### src/rtl/irqv_pkg.sv
package irqv_pkg;

    // Acknowledge sequencer states
    typedef enum logic {
        ST_IDLE   = 1'b0,  // intr may be raised, waiting for first pulse
        ST_SECOND = 1'b1   // first pulse taken, waiting for vector read
    } ack_state_e;

    // Configuration write targets
    typedef enum logic {
        CFG_MASK = 1'b0,
        CFG_BASE = 1'b1
    } cfg_target_e;

endpackage

### src/rtl/irqv_req_latch.sv
module irqv_req_latch #(
    parameter int N_LINES = 8
) (
    input  logic               clk,
    input  logic               rst_n,
    input  logic [N_LINES-1:0] irq_i,
    input  logic [N_LINES-1:0] clr_i,
    output logic [N_LINES-1:0] irr_o
);

    logic [N_LINES-1:0] prev_q;
    logic [N_LINES-1:0] irr_q;
    logic [N_LINES-1:0] rise;

    assign rise = irq_i & ~prev_q;

    always_ff @(posedge clk) begin
        if (!rst_n) begin
            prev_q <= '0;
            irr_q  <= '0;
        end else begin
            prev_q <= irq_i;
            // a fresh edge wins over a same-cycle acknowledge clear
            irr_q  <= (irr_q & ~clr_i) | rise;
        end
    end

    assign irr_o = irr_q;

    generate
        for (genvar g = 0; g < N_LINES; g++) begin : g_edge_chk
            p_edge_sets_r2: assert property (@(posedge clk) disable iff (!rst_n)
                (irq_i[g] && !prev_q[g]) |=> irr_q[g]);
        end
    endgenerate

endmodule

### src/rtl/irqv_resolver.sv
module irqv_resolver #(
    parameter int N_LINES = 8,
    parameter int IDX_W   = $clog2(N_LINES)
) (
    input  logic [N_LINES-1:0] irr_i,
    input  logic [N_LINES-1:0] imr_i,
    input  logic [N_LINES-1:0] isr_i,
    output logic               valid_o,
    output logic [IDX_W-1:0]   idx_o,
    output logic [N_LINES-1:0] grant_o
);

    localparam logic [N_LINES-1:0] LSB_ONE = {{(N_LINES-1){1'b0}}, 1'b1};

    logic [N_LINES-1:0] isr_low;
    logic [N_LINES-1:0] allow;
    logic [N_LINES-1:0] elig;

    // lowest set in-service bit; everything below it may preempt
    assign isr_low = isr_i & (~isr_i + LSB_ONE);
    assign allow   = (isr_i == '0) ? '1 : (isr_low - LSB_ONE);
    assign elig    = irr_i & ~imr_i & allow;

    assign valid_o = |elig;
    assign grant_o = elig & (~elig + LSB_ONE);

    always_comb begin
        idx_o = '0;
        for (int i = N_LINES - 1; i >= 0; i--) begin
            if (elig[i]) idx_o = IDX_W'(i);
        end
    end

endmodule

### src/rtl/irqv_service_reg.sv
module irqv_service_reg #(
    parameter int N_LINES = 8
) (
    input  logic               clk,
    input  logic               rst_n,
    input  logic [N_LINES-1:0] set_i,
    input  logic               eoi_i,
    output logic [N_LINES-1:0] isr_o
);

    localparam logic [N_LINES-1:0] LSB_ONE = {{(N_LINES-1){1'b0}}, 1'b1};

    logic [N_LINES-1:0] isr_q;
    logic [N_LINES-1:0] retire;

    assign retire = eoi_i ? (isr_q & (~isr_q + LSB_ONE)) : '0;

    always_ff @(posedge clk) begin
        if (!rst_n) isr_q <= '0;
        else        isr_q <= (isr_q & ~retire) | set_i;
    end

    assign isr_o = isr_q;

    p_eoi_drops_one_r7: assert property (@(posedge clk) disable iff (!rst_n)
        (eoi_i && isr_q != '0 && set_i == '0) |=>
            ($countones(isr_q) == $countones($past(isr_q)) - 1));

    p_set_visible_r5: assert property (@(posedge clk) disable iff (!rst_n)
        (set_i != '0) |=> ((isr_q & $past(set_i)) == $past(set_i)));

endmodule

### src/rtl/irqv_ack_fsm.sv
module irqv_ack_fsm
    import irqv_pkg::*;
#(
    parameter int IDX_W = 3
) (
    input  logic             clk,
    input  logic             rst_n,
    input  logic             inta_i,
    input  logic             valid_i,
    input  logic [IDX_W-1:0] idx_i,
    output logic             take_o,
    output logic             intr_o,
    output logic             drive_o,
    output logic [IDX_W-1:0] idx_o
);

    ack_state_e       state_q, state_d;
    logic [IDX_W-1:0] idx_q;

    // state register
    always_ff @(posedge clk) begin
        if (!rst_n) begin
            state_q <= ST_IDLE;
            idx_q   <= '0;
        end else begin
            state_q <= state_d;
            if (take_o) idx_q <= idx_i;
        end
    end

    // transitions: TAKE (IDLE->SECOND), DELIVER (SECOND->IDLE)
    always_comb begin
        state_d = state_q;
        unique case (state_q)
            ST_IDLE:   if (inta_i && valid_i) state_d = ST_SECOND;
            ST_SECOND: if (inta_i)            state_d = ST_IDLE;
            default:                          state_d = ST_IDLE;
        endcase
    end

    // outputs
    always_comb begin
        take_o  = 1'b0;
        intr_o  = 1'b0;
        drive_o = 1'b0;
        unique case (state_q)
            ST_IDLE: begin
                intr_o = valid_i;
                take_o = inta_i && valid_i;
            end
            ST_SECOND: drive_o = inta_i;
            default: ;
        endcase
    end

    assign idx_o = idx_q;

    p_intr_drops_r5: assert property (@(posedge clk) disable iff (!rst_n)
        take_o |=> (!intr_o && state_q == ST_SECOND));

    p_drive_single_r6: assert property (@(posedge clk) disable iff (!rst_n)
        drive_o |=> !drive_o);

    p_drive_returns_r10: assert property (@(posedge clk) disable iff (!rst_n)
        drive_o |=> (state_q == ST_IDLE));

endmodule

### src/rtl/irq_vector_ctrl.sv
module irq_vector_ctrl
    import irqv_pkg::*;
#(
    parameter int N_LINES = 8,
    parameter int VEC_W   = 8
) (
    input  logic               clk,
    input  logic               rst_n,
    input  logic [N_LINES-1:0] irq_in,
    input  logic               inta,
    input  logic               eoi,
    input  logic               cfg_we,
    input  logic               cfg_sel,
    input  logic [VEC_W-1:0]   cfg_wdata,
    output logic               intr,
    output logic [VEC_W-1:0]   vec_out,
    output logic               vec_oe
);

    localparam int IDX_W  = $clog2(N_LINES);
    localparam int BASE_W = VEC_W - IDX_W;
    localparam logic [N_LINES-1:0] LSB_ONE = {{(N_LINES-1){1'b0}}, 1'b1};

    logic [N_LINES-1:0] imr_q;
    logic [BASE_W-1:0]  base_q;
    logic [N_LINES-1:0] irr;
    logic [N_LINES-1:0] isr;
    logic [N_LINES-1:0] grant;
    logic [N_LINES-1:0] take_mask;
    logic [IDX_W-1:0]   win_idx;
    logic [IDX_W-1:0]   svc_idx;
    logic               win_valid;
    logic               take;
    logic               drive;

    // configuration registers
    always_ff @(posedge clk) begin
        if (!rst_n) begin
            imr_q  <= '1;
            base_q <= '0;
        end else if (cfg_we) begin
            if (cfg_target_e'(cfg_sel) == CFG_MASK) imr_q  <= cfg_wdata[N_LINES-1:0];
            else                                    base_q <= cfg_wdata[VEC_W-1:IDX_W];
        end
    end

    assign take_mask = take ? grant : '0;

    irqv_req_latch #(.N_LINES(N_LINES)) u_req (
        .clk   (clk),
        .rst_n (rst_n),
        .irq_i (irq_in),
        .clr_i (take_mask),
        .irr_o (irr)
    );

    irqv_resolver #(.N_LINES(N_LINES), .IDX_W(IDX_W)) u_res (
        .irr_i   (irr),
        .imr_i   (imr_q),
        .isr_i   (isr),
        .valid_o (win_valid),
        .idx_o   (win_idx),
        .grant_o (grant)
    );

    irqv_service_reg #(.N_LINES(N_LINES)) u_isr (
        .clk   (clk),
        .rst_n (rst_n),
        .set_i (take_mask),
        .eoi_i (eoi),
        .isr_o (isr)
    );

    irqv_ack_fsm #(.IDX_W(IDX_W)) u_fsm (
        .clk     (clk),
        .rst_n   (rst_n),
        .inta_i  (inta),
        .valid_i (win_valid),
        .idx_i   (win_idx),
        .take_o  (take),
        .intr_o  (intr),
        .drive_o (drive),
        .idx_o   (svc_idx)
    );

    assign vec_oe  = drive;
    assign vec_out = drive ? {base_q, svc_idx} : '0;

    p_intr_needs_request_r3: assert property (@(posedge clk) disable iff (!rst_n)
        intr |-> ((irr & ~imr_q) != '0));

    p_grant_ahead_r8: assert property (@(posedge clk) disable iff (!rst_n)
        (win_valid && isr != '0) |-> (grant < (isr & (~isr + LSB_ONE))));

    p_mask_write_r4: assert property (@(posedge clk) disable iff (!rst_n)
        (cfg_we && cfg_sel == 1'b0) |=> (imr_q == $past(cfg_wdata[N_LINES-1:0])));

    p_oe_not_with_intr_r6: assert property (@(posedge clk) disable iff (!rst_n)
        vec_oe |-> !intr);

endmodule

### config.mk
export PLATFORM = sky130hd
export DESIGN_NAME = irq_vector_ctrl
export DESIGN_NICKNAME = d
export VERILOG_FILES = /design/src/rtl/irqv_pkg.sv /design/src/rtl/irqv_req_latch.sv /design/src/rtl/irqv_resolver.sv /design/src/rtl/irqv_service_reg.sv /design/src/rtl/irqv_ack_fsm.sv /design/src/rtl/irq_vector_ctrl.sv
export SDC_FILE = /design/constraint.sdc
export NUM_CORES = 1
export LEC_CHECK = 0
export BUFFER_PORTS_ARGS = -buffer_cell sky130_fd_sc_hd__buf_2
export CAP_MARGIN = 20
export CELL_PAD_IN_SITES_DETAIL_PLACEMENT = 2
export CELL_PAD_IN_SITES_GLOBAL_PLACEMENT = 2
export CORE_MARGIN = 2
export CORE_UTILIZATION = 32
export CTS_CLUSTER_DIAMETER = 150
export DETAILED_ROUTE_END_ITERATION = 10
export PLACE_DENSITY = 0.83
export SKIP_CTS_REPAIR_TIMING = 1
export SYNTH_ARGS = -nofsm -noshare
export SYNTH_HDL_FRONTEND = slang
export SYNTH_SLANG_ARGS = --single-unit
### constraint.sdc
create_clock -name clk -period 2 [get_ports clk]
set_clock_uncertainty 0.15 [all_clocks]
set_input_delay 0.1 -clock clk [delete_from_list [all_inputs] [get_ports clk]]
set_output_delay 0.1 -clock clk [all_outputs]
set_load 0.01 [all_outputs]
==> results.ini <==
[status]
run_status = finished, violations left
violated_checks = setup timing

[timing]
report.final.slew_viol_count = 0
period_minus_slack_ns = 2.22
grt_setup_unrepaired = true
slew_headroom_pct = 59.5
period_share_pct = 111
finalSetupTns_ns = -0.471
maxClockFrequency_ghz = 0.451
final.hold.worst_slack_ns = 0.0914
tightest_slew_ns = 0.603
setup_viol_count_final = 6
postLayoutSetupSlackWorst_ns = -0.215
finalHoldViolations = 0

[worst_setup_path]
crit_path_max_fanout = 3
buffer_and_inverter_count_on_the_worst_path = 1
cpLargestDelayFamily = simple AND/OR/NAND/NOR gates
endpoint_kind = primary output
worst-setup-path-type = flip-flop to primary output
regToRegEndpoint = u_req.irr_o[5]$_SDFF_PN0_
critical_path_arrival_ns = 1.97
worst_path_max_delay_cell = sky130_fd_sc_hd__or3b_2
setup.reg_to_reg.worst_slack_ns = -0.12
timing.critical_path.slowest_cell_delay_ns = 0.47
reg2reg_from = imr_q[0]$_SDFFE_PN1P_
r2r_cells = 5
worstPathRequired_ns = 1.75
path_common_cell = sky130_fd_sc_hd__a21oi_1
path_cells = or3b_2, a21oi_1, nor3_2, a21oi_1, buf_2
setup.worst_path.start_class = flip-flop

[final_layout]
drive_above_1_share_pct = 24.4
sequential_cell_area_um2 = 823
layout.cell_area.non_filler_um2 = 2410
layout_commonest_cell = sky130_fd_sc_hd__dfxtp_1
mostFrequentLayoutCells = sky130_fd_sc_hd__dfxtp_1, sky130_fd_sc_hd__nand2_1, sky130_fd_sc_hd__buf_2
stdcell_count = 343
final_net_count = 293
n_antenna_cell = 0
area.growth.synth_to_final_pct = 35.8
fillers = 604
multi_input_comb_area_um2 = 911

[synth]
async_flop_share_pct = 0
synthesis.area_per_instance_um2 = 8.58
syn_inst_count = 207
synth_enable_flop_cells = 0
post-synth-top-area-cell = sky130_fd_sc_hd__dfxtp_1
synth_top_cells_by_area = sky130_fd_sc_hd__dfxtp_1, sky130_fd_sc_hd__nand2_1, sky130_fd_sc_hd__a21oi_1
synthesis.nets = 229
ys.flop_type = sky130_fd_sc_hd__dfxtp_1
synth.ff_latch_count = 41
ys_types = 40
netlist.area_leader.share_pct = 46.2
synth_area_um2 = 1780
synth.yosys.seq_area_share_pct = 46.2
yosysWarningCount = 0

[hold_path]
whs_endpoint = base_q[4]$_SDFFE_PN0P_
hold_class = input port to flip-flop
hold-path-cell-count = 3
hold_start = rst_n

[run]
maxCapViolations = 0

[route]
drt_wl_total_mm = 6.55
detailedRoute.firstPassIterationCount = 4
dr.first_iter.drc_count = 90
antenna_left = 0
per_cell_via_count_in_the_routed_design = 5.27
drt_drc_violations_left = 0
route.detailed.wl_per_inst_um = 19.1
via_count = 1807

[floorplan]
die_width_um = 78.5
io_pins = 32
core-area_um2 = 5440
dieArea_um2 = 6160
fp-row-count = 27
initial_utilization_pct = 32.6
die_h_um = 78.5

[pwr]
max-vdd-ir-drop_mv = 0.444
cellLeakagePower_uw = 0.00102
power.density_nw_per_um2 = 756

[placed_design]
place_congestion = 0.831
placed_cell_area_um2 = 2080
numPortBuffers = 31
final_hpwl_from_detailed_placement_mm = 3.93
post-place-cells = 315

[global_route]
global_route.overflow_total = 0
first_global_vias = 1789
antenna_found_initial = 0
grt_first_pass_wirelength_mm = 8.56
pin_count_of_the_biggest_net_entering_global_routing = 27
grtUsageTotal_pct = 18.0

[cts]
tritoncts = yes
clk_pin_slew_worst_paths_ns = 0.08
cts_root_buffer = sky130_fd_sc_hd__clkbuf_8
clockBufferDepth = 2
tritoncts_buffers = 5
insertion_delay_ns = 0.30
cts-htree-levels = 2
cts_num_sinks = 41

-- report_power, final --
group | switching (uW) | total [uW] | internal [uW] | leakage [uW]
combinational | 149 | 282 | 133 | 0.000631
sequential | 31.2 | 893 | 862 | 0.000339
clock | 285 | 647 | 363 | 0.0000540
total | 465 | 1820 | 1360 | 0.00102
-- registers in the layout, summed over array words and instances (netlist names) --
signal / flops
base_q: 5
imr_q: 8
u_fsm.idx_o: 3
u_fsm.state_q: 1
u_isr.isr_o: 8
u_req.irr_o: 8
u_req.prev_q: 8
-- through the flow --
step	worst slack, ns	utilization [%]	power, uW
6_report	-0.215	44.3	1820
5_1_grt	-0.297	44.3	1900
4_1_cts	-0.230	40.2	1790
3_5_place_dp	-0.0113	38.3	1140
3_3_place_gp	0.0793	38.3	1130
2_1_floorplan	0.184	-	1040
-- cell type report --
class                      instances  share of cell area [%]
tap                               72                    3.74
clock buffer                       5                    2.85
sequential                        41                    34.1
inverter                           4                   0.623
multi-input combinational        153                    37.8
timing repair buffer              66                    19.4
clock inverter                     2                    1.45
-- cell usage after synthesis (2+ instances only) --
master	n
sky130_fd_sc_hd__clkbuf_1	8
sky130_fd_sc_hd__or3_1	3
sky130_fd_sc_hd__nand3_1	16
sky130_fd_sc_hd__nand3b_1	2
sky130_fd_sc_hd__nor4b_1	3
sky130_fd_sc_hd__nand2_1	33
sky130_fd_sc_hd__nand4_1	2
sky130_fd_sc_hd__a211oi_1	2
sky130_fd_sc_hd__a32o_1	2
sky130_fd_sc_hd__or3b_2	2
sky130_fd_sc_hd__o31ai_1	3
sky130_fd_sc_hd__and3_1	10
sky130_fd_sc_hd__o21ai_0	3
sky130_fd_sc_hd__nor4_2	2
sky130_fd_sc_hd__a21oi_1	19
sky130_fd_sc_hd__nand2b_1	7
sky130_fd_sc_hd__nor2b_1	8
sky130_fd_sc_hd__nor2_1	9
sky130_fd_sc_hd__and2_1	10
sky130_fd_sc_hd__inv_1	3
sky130_fd_sc_hd__dfxtp_1	41
-- layer usage --
metal  track usage (%)  vias up  share of wire (%)
li1                  -      852                  -
met1              21.8      910                 42
met2              31.9       32                 53
met3              3.45       13                2.5
met4              5.96        0                2.3
met5                 0        -                  0
-- worst max path at each step --
stage | startpoint | end | slack, ns | cells past startpoint
2_1_floorplan | u_isr.isr_o[0]$_SDFF_PN0_ | u_fsm.idx_o[1]$_SDFFE_PN0P_ | 0.18 | 6
3_3_place_gp | u_isr.isr_o[1]$_SDFF_PN0_ | u_fsm.idx_o[1]$_SDFFE_PN0P_ | 0.08 | 5
3_5_place_dp | u_isr.isr_o[1]$_SDFF_PN0_ | u_req.irr_o[5]$_SDFF_PN0_ | -0.01 | 5
4_1_cts | u_isr.isr_o[1]$_SDFF_PN0_ | intr | -0.23 | 5
5_1_grt | imr_q[1]$_SDFFE_PN1P_ | intr | -0.30 | 5
6_report | imr_q[1]$_SDFFE_PN1P_ | intr | -0.22 | 5
-- cell families after synthesis --
| logic type | synth area share [%] |
|---|---|
| buffers and inverters | 3.17 |
| AO/OA/AOI/OAI | 14.1 |
| AND/OR/NAND/NOR | 35.9 |
| flip-flops | 46.2 |
| multiplexers | 0.564 |
-- worst min-delay path, delay by kind of cell --
family                 cells  cell delay, ns
AOI/OAI and AO/OA          1            0.06
buffers and inverters      2            0.33
Power figures use the tool's default switching activity.
